[src/rtl/canbs_pkg.sv]
package canbs_pkg;

  typedef enum logic {
    ST_IDLE    = 1'b0,
    ST_COLLECT = 1'b1
  } rxState_t;

  // Per-tick commands from control to datapath
  typedef struct packed {
    logic start;       // first dominant level seen while idle
    logic clear;       // frame end: back to idle
    logic take;        // sample the line this tick
    logic edgeAnchor;  // falling edge: new anchor
    logic rateUp;      // switch to fast period, re-anchor
    logic rateDown;    // switch back to nominal period
  } ctrlStrobes_t;

endpackage

[src/rtl/canbs_offset.sv]
// Sample offset = period * percent / 100, kept in the period's fixed-point format.
module canbs_offset #(
  parameter int PER_W = 20,
  parameter int PCT_W = 7
) (
  input  logic [PER_W-1:0] periodQ,
  input  logic [PCT_W-1:0] pct,
  output logic [PER_W-1:0] offsetQ
);
  localparam int PROD_W = PER_W + PCT_W;

  logic [PROD_W-1:0] prod;
  logic [PROD_W-1:0] quot;

  always_comb begin
    prod    = PROD_W'(periodQ) * PROD_W'(pct);
    quot    = prod / PROD_W'(100);
    offsetQ = quot[PER_W-1:0];
  end
endmodule

[src/rtl/canbs_ctrl.sv]
module canbs_ctrl
  import canbs_pkg::*;
(
  input  logic         clk,
  input  logic         rstN,
  input  logic         rxLine,
  input  logic         rateFast,
  input  logic         frameEnd,
  input  logic         sampleDue,
  output ctrlStrobes_t st,
  output logic         collecting
);
  rxState_t state;
  logic     prevRx;
  logic     prevRate;

  assign collecting = (state == ST_COLLECT);

  always_comb begin
    st = '0;
    st.clear = frameEnd;
    if (!frameEnd) begin
      if (state == ST_IDLE) begin
        st.start = !rxLine;
      end else begin
        st.take       = sampleDue;
        st.rateUp     = rateFast && !prevRate;
        st.rateDown   = !rateFast && prevRate;
        st.edgeAnchor = !rxLine && prevRx && !st.rateUp;
      end
    end
  end

  always_ff @(posedge clk) begin
    if (!rstN) begin
      state    <= ST_IDLE;
      prevRx   <= 1'b1;
      prevRate <= 1'b0;
    end else begin
      prevRx   <= rxLine;
      prevRate <= rateFast;
      if (st.clear)      state <= ST_IDLE;
      else if (st.start) state <= ST_COLLECT;
    end
  end

  // a frame end always lands in idle
  assert_clear_idle_R11: assert property (@(posedge clk) disable iff (!rstN)
    frameEnd |=> !collecting);

  // a low level in idle (without frame end) starts collection
  assert_level_start_R2: assert property (@(posedge clk) disable iff (!rstN)
    (!collecting && !rxLine && !frameEnd) |=> collecting);

endmodule

[src/rtl/canbs_datapath.sv]
module canbs_datapath
  import canbs_pkg::*;
#(
  parameter int PER_W  = 20,
  parameter int FRAC_W = 8,
  parameter int TICK_W = 24,
  parameter int CNT_W  = 10
) (
  input  logic              clk,
  input  logic              rstN,
  input  logic              rxLine,
  input  logic              collecting,
  input  ctrlStrobes_t      st,
  input  logic [PER_W-1:0]  nomPeriod,
  input  logic [PER_W-1:0]  fastPeriod,
  input  logic [PER_W-1:0]  nomOffset,
  input  logic [PER_W-1:0]  fastOffset,
  output logic              sampleDue,
  output logic              bitStrobe,
  output logic              bitValue,
  output logic [CNT_W-1:0]  bitCount
);
  localparam int NQ_W = TICK_W + FRAC_W;

  logic [TICK_W-1:0] elapsed;     // whole ticks since the anchor
  logic [NQ_W-1:0]   nextQ;       // next sample position from the anchor, Q8
  logic [CNT_W-1:0]  curBit;      // index of the next bit to sample
  logic              fastMode;

  logic [NQ_W-1:0]   perSel;
  logic [NQ_W-1:0]   offSel;
  logic [NQ_W:0]     advSum;
  logic [NQ_W-1:0]   perNext;
  logic [TICK_W-1:0] elapsedInc;

  always_comb begin
    perSel     = fastMode ? NQ_W'(fastPeriod) : NQ_W'(nomPeriod);
    offSel     = fastMode ? NQ_W'(fastOffset) : NQ_W'(nomOffset);
    advSum     = {1'b0, nextQ} + {1'b0, perSel};
    perNext    = advSum[NQ_W] ? '1 : advSum[NQ_W-1:0];
    elapsedInc = (elapsed == '1) ? elapsed : elapsed + 1'b1;
  end

  assign sampleDue = collecting && (elapsed >= nextQ[NQ_W-1:FRAC_W]);

  always_ff @(posedge clk) begin
    if (!rstN) begin
      elapsed   <= '0;
      nextQ     <= '0;
      curBit    <= '0;
      fastMode  <= 1'b0;
      bitStrobe <= 1'b0;
      bitValue  <= 1'b1;
      bitCount  <= '0;
    end else if (st.clear) begin
      elapsed   <= '0;
      nextQ     <= '0;
      curBit    <= '0;
      fastMode  <= 1'b0;
      bitStrobe <= 1'b0;
      bitCount  <= '0;
    end else begin
      bitStrobe <= st.take;
      if (st.take) begin
        bitValue <= rxLine;
        bitCount <= curBit;
        curBit   <= curBit + 1'b1;
      end

      if (st.start) begin
        elapsed  <= TICK_W'(1);
        nextQ    <= NQ_W'(nomOffset);
        curBit   <= '0;
        fastMode <= 1'b0;
      end else if (st.rateUp) begin
        elapsed  <= TICK_W'(1);
        nextQ    <= NQ_W'(fastPeriod) + NQ_W'(fastOffset);
        fastMode <= 1'b1;
      end else if (st.edgeAnchor) begin
        elapsed <= TICK_W'(1);
        nextQ   <= st.take ? (perSel + offSel) : offSel;
      end else if (st.take) begin
        elapsed <= elapsedInc;
        nextQ   <= perNext;
      end else if (collecting) begin
        elapsed <= elapsedInc;
      end

      if (st.rateDown) fastMode <= 1'b0;
    end
  end

  // nothing is strobed out of idle
  assert_quiet_idle_R2: assert property (@(posedge clk) disable iff (!rstN)
    !collecting |=> !bitStrobe);

  // the reported index always trails the next index by one
  assert_count_step_R8: assert property (@(posedge clk) disable iff (!rstN)
    (curBit != '0) |-> (bitCount == curBit - 1'b1));

  // two samples are never on adjacent ticks (periods are at least 2 ticks)
  assert_sample_spacing_R3: assert property (@(posedge clk) disable iff (!rstN)
    st.take |=> !sampleDue);

  // frame end leaves no strobe, a zero index and the nominal period
  assert_clear_state_R11: assert property (@(posedge clk) disable iff (!rstN)
    st.clear |=> (!bitStrobe && bitCount == '0 && !fastMode));

endmodule

[src/rtl/can_bit_sampler.sv]
module can_bit_sampler
  import canbs_pkg::*;
#(
  parameter int PER_W  = 20,
  parameter int FRAC_W = 8,
  parameter int PCT_W  = 7,
  parameter int TICK_W = 24,
  parameter int CNT_W  = 10
) (
  input  logic             clk,
  input  logic             rstN,
  input  logic             rxLine,
  input  logic [PER_W-1:0] nomPeriod,
  input  logic [PER_W-1:0] fastPeriod,
  input  logic [PCT_W-1:0] samplePct,
  input  logic             rateFast,
  input  logic             frameEnd,
  output logic             bitStrobe,
  output logic             bitValue,
  output logic [CNT_W-1:0] bitCount,
  output logic             active
);
  ctrlStrobes_t     st;
  logic             sampleDue;
  logic [PER_W-1:0] nomOffset;
  logic [PER_W-1:0] fastOffset;

  canbs_offset #(.PER_W(PER_W), .PCT_W(PCT_W)) uNomOff (
    .periodQ(nomPeriod), .pct(samplePct), .offsetQ(nomOffset));

  canbs_offset #(.PER_W(PER_W), .PCT_W(PCT_W)) uFastOff (
    .periodQ(fastPeriod), .pct(samplePct), .offsetQ(fastOffset));

  canbs_ctrl uCtrl (
    .clk(clk), .rstN(rstN), .rxLine(rxLine), .rateFast(rateFast),
    .frameEnd(frameEnd), .sampleDue(sampleDue), .st(st), .collecting(active));

  canbs_datapath #(.PER_W(PER_W), .FRAC_W(FRAC_W), .TICK_W(TICK_W), .CNT_W(CNT_W)) uDp (
    .clk(clk), .rstN(rstN), .rxLine(rxLine), .collecting(active), .st(st),
    .nomPeriod(nomPeriod), .fastPeriod(fastPeriod),
    .nomOffset(nomOffset), .fastOffset(fastOffset),
    .sampleDue(sampleDue), .bitStrobe(bitStrobe), .bitValue(bitValue),
    .bitCount(bitCount));

endmodule

[config.mk]
export PLATFORM = sky130hd
export DESIGN_NAME = can_bit_sampler
export DESIGN_NICKNAME = d
export VERILOG_FILES = /design/src/rtl/canbs_pkg.sv /design/src/rtl/canbs_offset.sv /design/src/rtl/canbs_ctrl.sv /design/src/rtl/canbs_datapath.sv /design/src/rtl/can_bit_sampler.sv
export SDC_FILE = /design/constraint.sdc
export NUM_CORES = 1
export LEC_CHECK = 0
export BUFFER_PORTS_ARGS = -buffer_cell sky130_fd_sc_hd__buf_2
export CAP_MARGIN = 0
export CORE_MARGIN = 2
export CORE_UTILIZATION = 55
export CTS_CLUSTER_SIZE = 40
export DETAILED_ROUTE_END_ITERATION = 8
export PLACE_DENSITY = 0.77
export SLEW_MARGIN = 5
export SYNTH_ARGS = -nofsm -noshare
export SYNTH_HDL_FRONTEND = slang
export SYNTH_SLANG_ARGS = --single-unit
[constraint.sdc]
create_clock -name clk -period 29.3 [get_ports clk]
set_input_delay 2.93 -clock clk [delete_from_list [all_inputs] [get_ports clk]]
set_output_delay 2.93 -clock clk [all_outputs]
set_load 0.05 [all_outputs]
==> Word level (Yosys, flattened, before mapping) <==
Index checks and enable logic that the tools add are counted.
{ "totals": {"output_inout_bits": 13, "inputBits": 52, "wordCells": 61, "reg_bits": 82} }
{ "op_classes": {"mul": 2, "n_bitwise": 2, "magnitude_cmp": 1, "div_mod_pow": 2, "add_sub_neg": 5, "mux": 18, "eq_ne": 1, "n_reduce_logical": 18} }
{ "op_table": {"columns": ["operator", "count"], "rows": [
  ["2-to-1 mux 32 bit", 5],
  ["2-to-1 mux 24 bit", 3],
  ["2-to-1 mux 20 bit", 3],
  ["divider 27 x 7 -> 27 bit, second input constant", 2],
  ["multiplier 20 x 7 -> 27 bit", 2],
  ["adder 32 x 32 -> 33 bit", 1],
  ["adder 32 bit", 1],
  ["adder 24 x 1 -> 24 bit, second input constant", 1],
  ["== test 24 bit, second input constant", 1],
  [">= comparator 24 bit", 1],
  ["adder 20 x 20 -> 21 bit", 1],
  ["adder 10 x 1 -> 10 bit, second input constant", 1],
  ["2-to-1 mux 4 bit", 2],
  ["logical AND 1 bit", 5],
  ["2-to-1 mux 1 bit", 5],
  ["nonzero test 5 bit", 1],
  ["OR reduction 5 bit", 1],
  ["logical NOT 1 bit", 4],
  ["nonzero test 4 bit", 1],
  ["OR reduction 4 bit", 1],
  ["nonzero test 3 bit", 1],
  ["OR reduction 3 bit", 1],
  ["inverter 1 bit", 2],
  ["AND reduction 2 bit", 1],
  ["other kinds (2)", 2]
]} }

==> Longest topological paths before layout <==
{ "depth": {"word_depth": 10, "depth_mapped": 102, "ltp_nobuf": 90} }

==> By module <==
A second synthesis with hierarchy kept.
{ "unflattened": {"cells_unflattened": 3540, "area_unflattened_um2": 27505.1} }
{ "by_module_without_submodules": {"columns": ["module", "seq_area_each_um2", "area_each_um2", "cells_per_inst", "n_inst"], "rows": [
  ["canbs_offset (uNomOff)", 0.0, 10359.9, 1366, 1],
  ["canbs_offset (uFastOff)", 0.0, 9156.3, 1172, 1],
  ["canbs_datapath", 1581.5, 7831.3, 986, 1],
  ["canbs_ctrl", 60.1, 157.7, 16, 1]
]} }

==> Worst setup path after synthesis <==
OpenSTA, ideal clock, no wires.
{ "synth_path": {"path_kind": "input-to-reg", "from": "input samplePct[6]", "to": "register uDp.nextQ[18]", "n_path_buf": 7, "setup_time_ps": 114, "path_slack_ps": 6763, "cell_stages": 93, "t_arrival_ps": 22423, "required_ps": 29186, "cell_sequence": "clkbuf_1 nand2_1 fa_1 fa_1 inv_1 fa_1 inv_1 fa_1 inv_1 ha_1 buf_2 a21o_1 a21oi_1 a21oi_2 o21a_1 or3_1 clkbuf_1 a21oi_1 [... 57 more ...] a21oi_1 o21bai_1 a21oi_1 o21bai_1 a21oi_1 o21bai_1 a21oi_1 o21bai_1 a21oi_1 o21bai_1 a21oi_1 o21bai_1 xnor2_1 nor2_1 a21oi_1 o221ai_1 nor2_1 a2111oi_0"} }
{ "synth_via": {"elab_chain_cells": 8, "word_cells_on_any_way": 11, "classes_between": "add/sub (2); mul (2); div (2); mux (5)"} }
{ "synth_lines": {"columns": ["item", "line_no", "source"], "rows": [
  ["start, declared", "can_bit_sampler.sv:15", "input logic [PCT_W-1:0] samplePct,"],
  ["multiplier 20 x 7 -> 27 bit", "canbs_offset.sv:16", "prod = PROD_W'(periodQ) * PROD_W'(pct);"],
  ["divider 27 x 7 -> 27 bit", "canbs_offset.sv:17", "quot = prod / PROD_W'(100);"],
  ["2-to-1 mux 20 bit", "canbs_datapath.sv:38", "offSel = fastMode ? NQ_W'(fastOffset) : NQ_W'(nomOffset);"],
  ["adder 32 bit", "canbs_datapath.sv:81", "nextQ <= st.take ? (perSel + offSel) : offSel;"],
  ["2-to-1 mux 32 bit", "canbs_datapath.sv:81", null],
  ["2-to-1 mux 32 bit", "canbs_datapath.sv:79", "end else if (st.edgeAnchor) begin"],
  ["2-to-1 mux 32 bit", "canbs_datapath.sv:75", "end else if (st.rateUp) begin"],
  ["2-to-1 mux 20 bit *", "canbs_datapath.sv:70", "if (st.start) begin"],
  ["end signal, assigned", "canbs_datapath.sv:72", "nextQ <= NQ_W'(nomOffset);"],
  ["end signal, assigned", "canbs_datapath.sv:77", "nextQ <= NQ_W'(fastPeriod) + NQ_W'(fastOffset);"],
  ["end signal, assigned", "canbs_datapath.sv:81", null],
  ["end, declared", "canbs_datapath.sv:26", "logic [NQ_W-1:0] nextQ;"]
]} }
Mark *: on every way between the ends. The rest lies on a longest branch, timed or not.
A chain may end at the register's enable or synchronous reset.

==> Worst setup path after layout <==
{ "layout_path": {"from": "input samplePct[6]", "to": "register uDp.nextQ[19]"} }
The elaborated chain is that of the path after synthesis.

==> key figures <==
Critical path
  • R2r setup slk: 21.96 ns
  • Maximum cell stage delay along the critical path: 0.89 ns
  • Critical Path Sink Type: register
  • Startpoint class of the critical path: input port
  • Critical Setup Path Class: in2reg
  • Maximum fanout count along the critical path: 40
  • Worst path bufs/invs: 5
  • Dominant delay contributor by cell family on the critical path: compound AO/OA/AOI/OAI gates
  • Required time of the critical path: 29.53 ns
  • Data arrival time of the critical path: 27.26 ns
  • Slowest CP cell: sky130_fd_sc_hd__a21oi_1
  • Cell mode on critical path: sky130_fd_sc_hd__a21oi_1

Global routing
  • GR Util All Layers: 0.305
  • Gr ovfl total: 0
  • Pin count of the biggest net entering global routing: 41
  • Initial antenna violation count: 11
  • Wire length of the first global-routing pass: 127 mm
  • Vias in the first global route: 25000

Clock network
  • Buffers inserted during post-CTS setup optimization: 0
  • Number of levels the H-tree was split into: 3
  • Clock tree sinks: 82
  • Clk buf depth: 2
  • Root Buffer: sky130_fd_sc_hd__clkbuf_16
  • Number of CTS-inserted buffers: 9
  • TritonCTS clock tree: built
  • Count of cells resized by post-cts repair: 0
  • Number of hold buffers added after CTS: 0
  • Latest clock arrival within the worst-skew pair: 0.36 ns
  • Clock transition time at the flip-flop clock pins of the worst setup and hold paths: 0.07 ns

Cells and area
  • Finished Layout Cells: 4059
  • Post-layout util: 0.574
  • Number of fill cells in the layout: 4483
  • Layout cells sized above 1: 0.0778
  • Number of nets in the layout: 3834
  • Layout area overhead: 3.58%
  • Area occupied by multi-input gates: 23200 µm²
  • Total area of sequential cells: 1640 µm²

STA
  • Max-slew violation total from the final report: 0
  • Final critical-path share of the clock period: 0.922
  • Worst path setup slack after routing: 2.27 ns
  • Final Hold Violating Endpoints: 0
  • Pin slew with the least headroom to its limit: 1.13 ns
  • Final setup violation count: 0
  • Worst slew margin: 0.247
  • Post-Route Skew: 0.0141 ns
  • Maximum clock rate: 37.0 MHz
  • Unrepaired setup endpoints after global routing: no
  • Setup TNS after final layout: 0 ns
  • Final Critical Period: 27.03 ns

Yosys
  • Post-synthesis net count: 3890
  • Per-instance average area after synthesis: 7.55 µm²
  • Biggest area contributors in the synthesized netlist: sky130_fd_sc_hd__fa_1 (14%), sky130_fd_sc_hd__ha_1 (8.4%), sky130_fd_sc_hd__dfxtp_1 (6.2%), sky130_fd_sc_hd__and2_1 (5.6%), sky130_fd_sc_hd__a21oi_1 (4.9%)
  • Number of synthesized flops with an enable pin: 0
  • Gate count of the mapped netlist: 3481
  • Most common cell in the netlist: sky130_fd_sc_hd__nand2_1
  • Async S/R FF share, synth: 0
  • Synth top cells by count: sky130_fd_sc_hd__nand2_1 (312), sky130_fd_sc_hd__a21oi_1 (259), sky130_fd_sc_hd__nor2_1 (241), sky130_fd_sc_hd__and2_1 (235), sky130_fd_sc_hd__inv_1 (222)
  • Synthesis warning total: 0
  • Netlist area before placement: 26300 µm²
  • Count of unique library cells instantiated by Yosys: 127
  • Seq/Total Area, Yosys: 0.0625
  • Cell type with the largest total area after synthesis: sky130_fd_sc_hd__fa_1
  • Flip-flop and latch count after synthesis: 82
  • Top cell type's share of synthesized area: 0.138
  • Flip-flop cell with the highest count after synthesis: sky130_fd_sc_hd__dfxtp_1

Routing
  • Number of nets still failing antenna checks after routing: 0
  • Routed len/inst: 19.1 µm
  • Drt initial violations: 2687
  • Routed Wire Length: 77.5 mm
  • Total iterations of the first detailed-routing run: 7
  • Routed vias/inst: 6.65
  • Drt drc: 0
  • Number of vias in the routed layout: 27000

Floorplanning
  • Die Y: 223 µm
  • Floorplan die width: 223 µm
  • Top-level port count: 65
  • Die footprint: 49500 µm²
  • Placeable core region: 47400 µm²
  • Starting utilization of the core area: 0.554
  • # rows: 80

Flow run
  • Reported max-cap violation count: 0

Place
  • Cell count after placement: 4029
  • Placer congestion estimate: 0.969
  • Worst setup timing slack at the placement stage: 2.44 ns
  • IO buf count: 64
  • Placed wire-length estimate after detailed placement: 60.6 mm

Status
  • Result of the run: finished clean

Min path
  • Type of the worst min-delay path: reg2reg
[routing by layer]
| metal | up-vias | global-route usage | share of wire |
|---|---|---|---|
| li1 | 12700 | - | - |
| met1 | 12900 | 0.426 | 0.44 |
| met2 | 1224 | 0.489 | 0.45 |
| met3 | 175 | 0.0278 | 0.072 |
| met4 | 2 | 0.111 | 0.035 |
| met5 | - | 0 | 0.00017 |
[stage by stage]
stage | cell area (µm²) | hold slack, ns
CTS | 27200 | 0.486
finish | 27200 | 0.480
detailed placement | 26900 | 0.466
floorplan | 26300 | 0.470
global placement | 26900 | 0.461
global route | 27200 | 0.525
[cell families (layout without fill, tap and decap cells)]
group / after synthesis / in the layout / share of synthesized area
other: 0 / 14 / 0
AND/OR/NAND/NOR: 1212 / 1212 / 0.233
flip-flops: 82 / 82 / 0.0625
buffers and inverters: 375 / 324 / 0.0569
XOR/XNOR: 190 / 190 / 0.0639
AO/OA/AOI/OAI: 1149 / 1149 / 0.315
adder cells (fa/ha/maj): 372 / 372 / 0.228
multiplexers: 101 / 101 / 0.0411
[worst reg2reg max path, delay by kind of cell, from the launching register on]
| family | cells | cell delay, ns |
|---|---|---|
| multiplexers | 1 | 0.49 |
| AND/OR/NAND/NOR | 4 | 1.47 |
| buffers and inverters | 2 | 0.66 |
| AO/OA/AOI/OAI | 20 | 3.84 |
| flip-flops | 1 | 0.31 |
| adder cells (fa/ha/maj) | 1 | 0.46 |
[cells in the final DEF, fill, tap and decap left out, drive strengths merged, types with 38 or more instances in the layout]
| master | n |
|---|---|
| o21bai | 55 |
| ha | 176 |
| nor3 | 87 |
| buf | 81 |
| o21ai | 213 |
| o211ai | 52 |
| nand3 | 87 |
| dfxtp | 82 |
| a211oi | 56 |
| a21oi | 272 |
| nor2 | 243 |
| inv | 230 |
| o21a | 43 |
| xnor2 | 120 |
| mux2 | 43 |
| or3 | 41 |
| nand2 | 313 |
| and3 | 46 |
| and2 | 235 |
| xor2 | 70 |
| a31oi | 38 |
| fa | 181 |
| mux2i | 58 |
| a21o | 61 |
[worst paths after layout]
check,from,endpoint,cells after the start
max,samplePct[6],uDp.nextQ[19],85
min,uDp.bitValue,uDp.bitValue,2
max reg2reg,uDp.fastMode,uDp.nextQ[14],28
min reg2reg,uDp.bitValue,uDp.bitValue,2
[registers in the layout (all words and copies together), names as in the netlist]
| register | flops |
|---|---|
| uDp.nextQ | 32 |
| uDp.elapsed | 24 |
| uDp.bitCount | 10 |
| uDp.curBit | 10 |
| uCtrl.collecting | 1 |
| uCtrl.prevRate | 1 |
| uCtrl.prevRx | 1 |
| uDp.bitStrobe | 1 |
| uDp.bitValue | 1 |
| uDp.fastMode | 1 |
[final cells by class]
cell class                 count  area share
timing repair buffer          81      0.0165
clock inverter                 7     0.00313
tap                          615      0.0283
antenna                       14     0.00129
sequential                    82      0.0603
inverter                     227      0.0316
multi-input combinational   3024       0.851
clock buffer                   9     0.00828
Power is left out: the tool's default activity adds up to more than one toggle a clock period on the data nets, which glitch-free logic cannot reach.
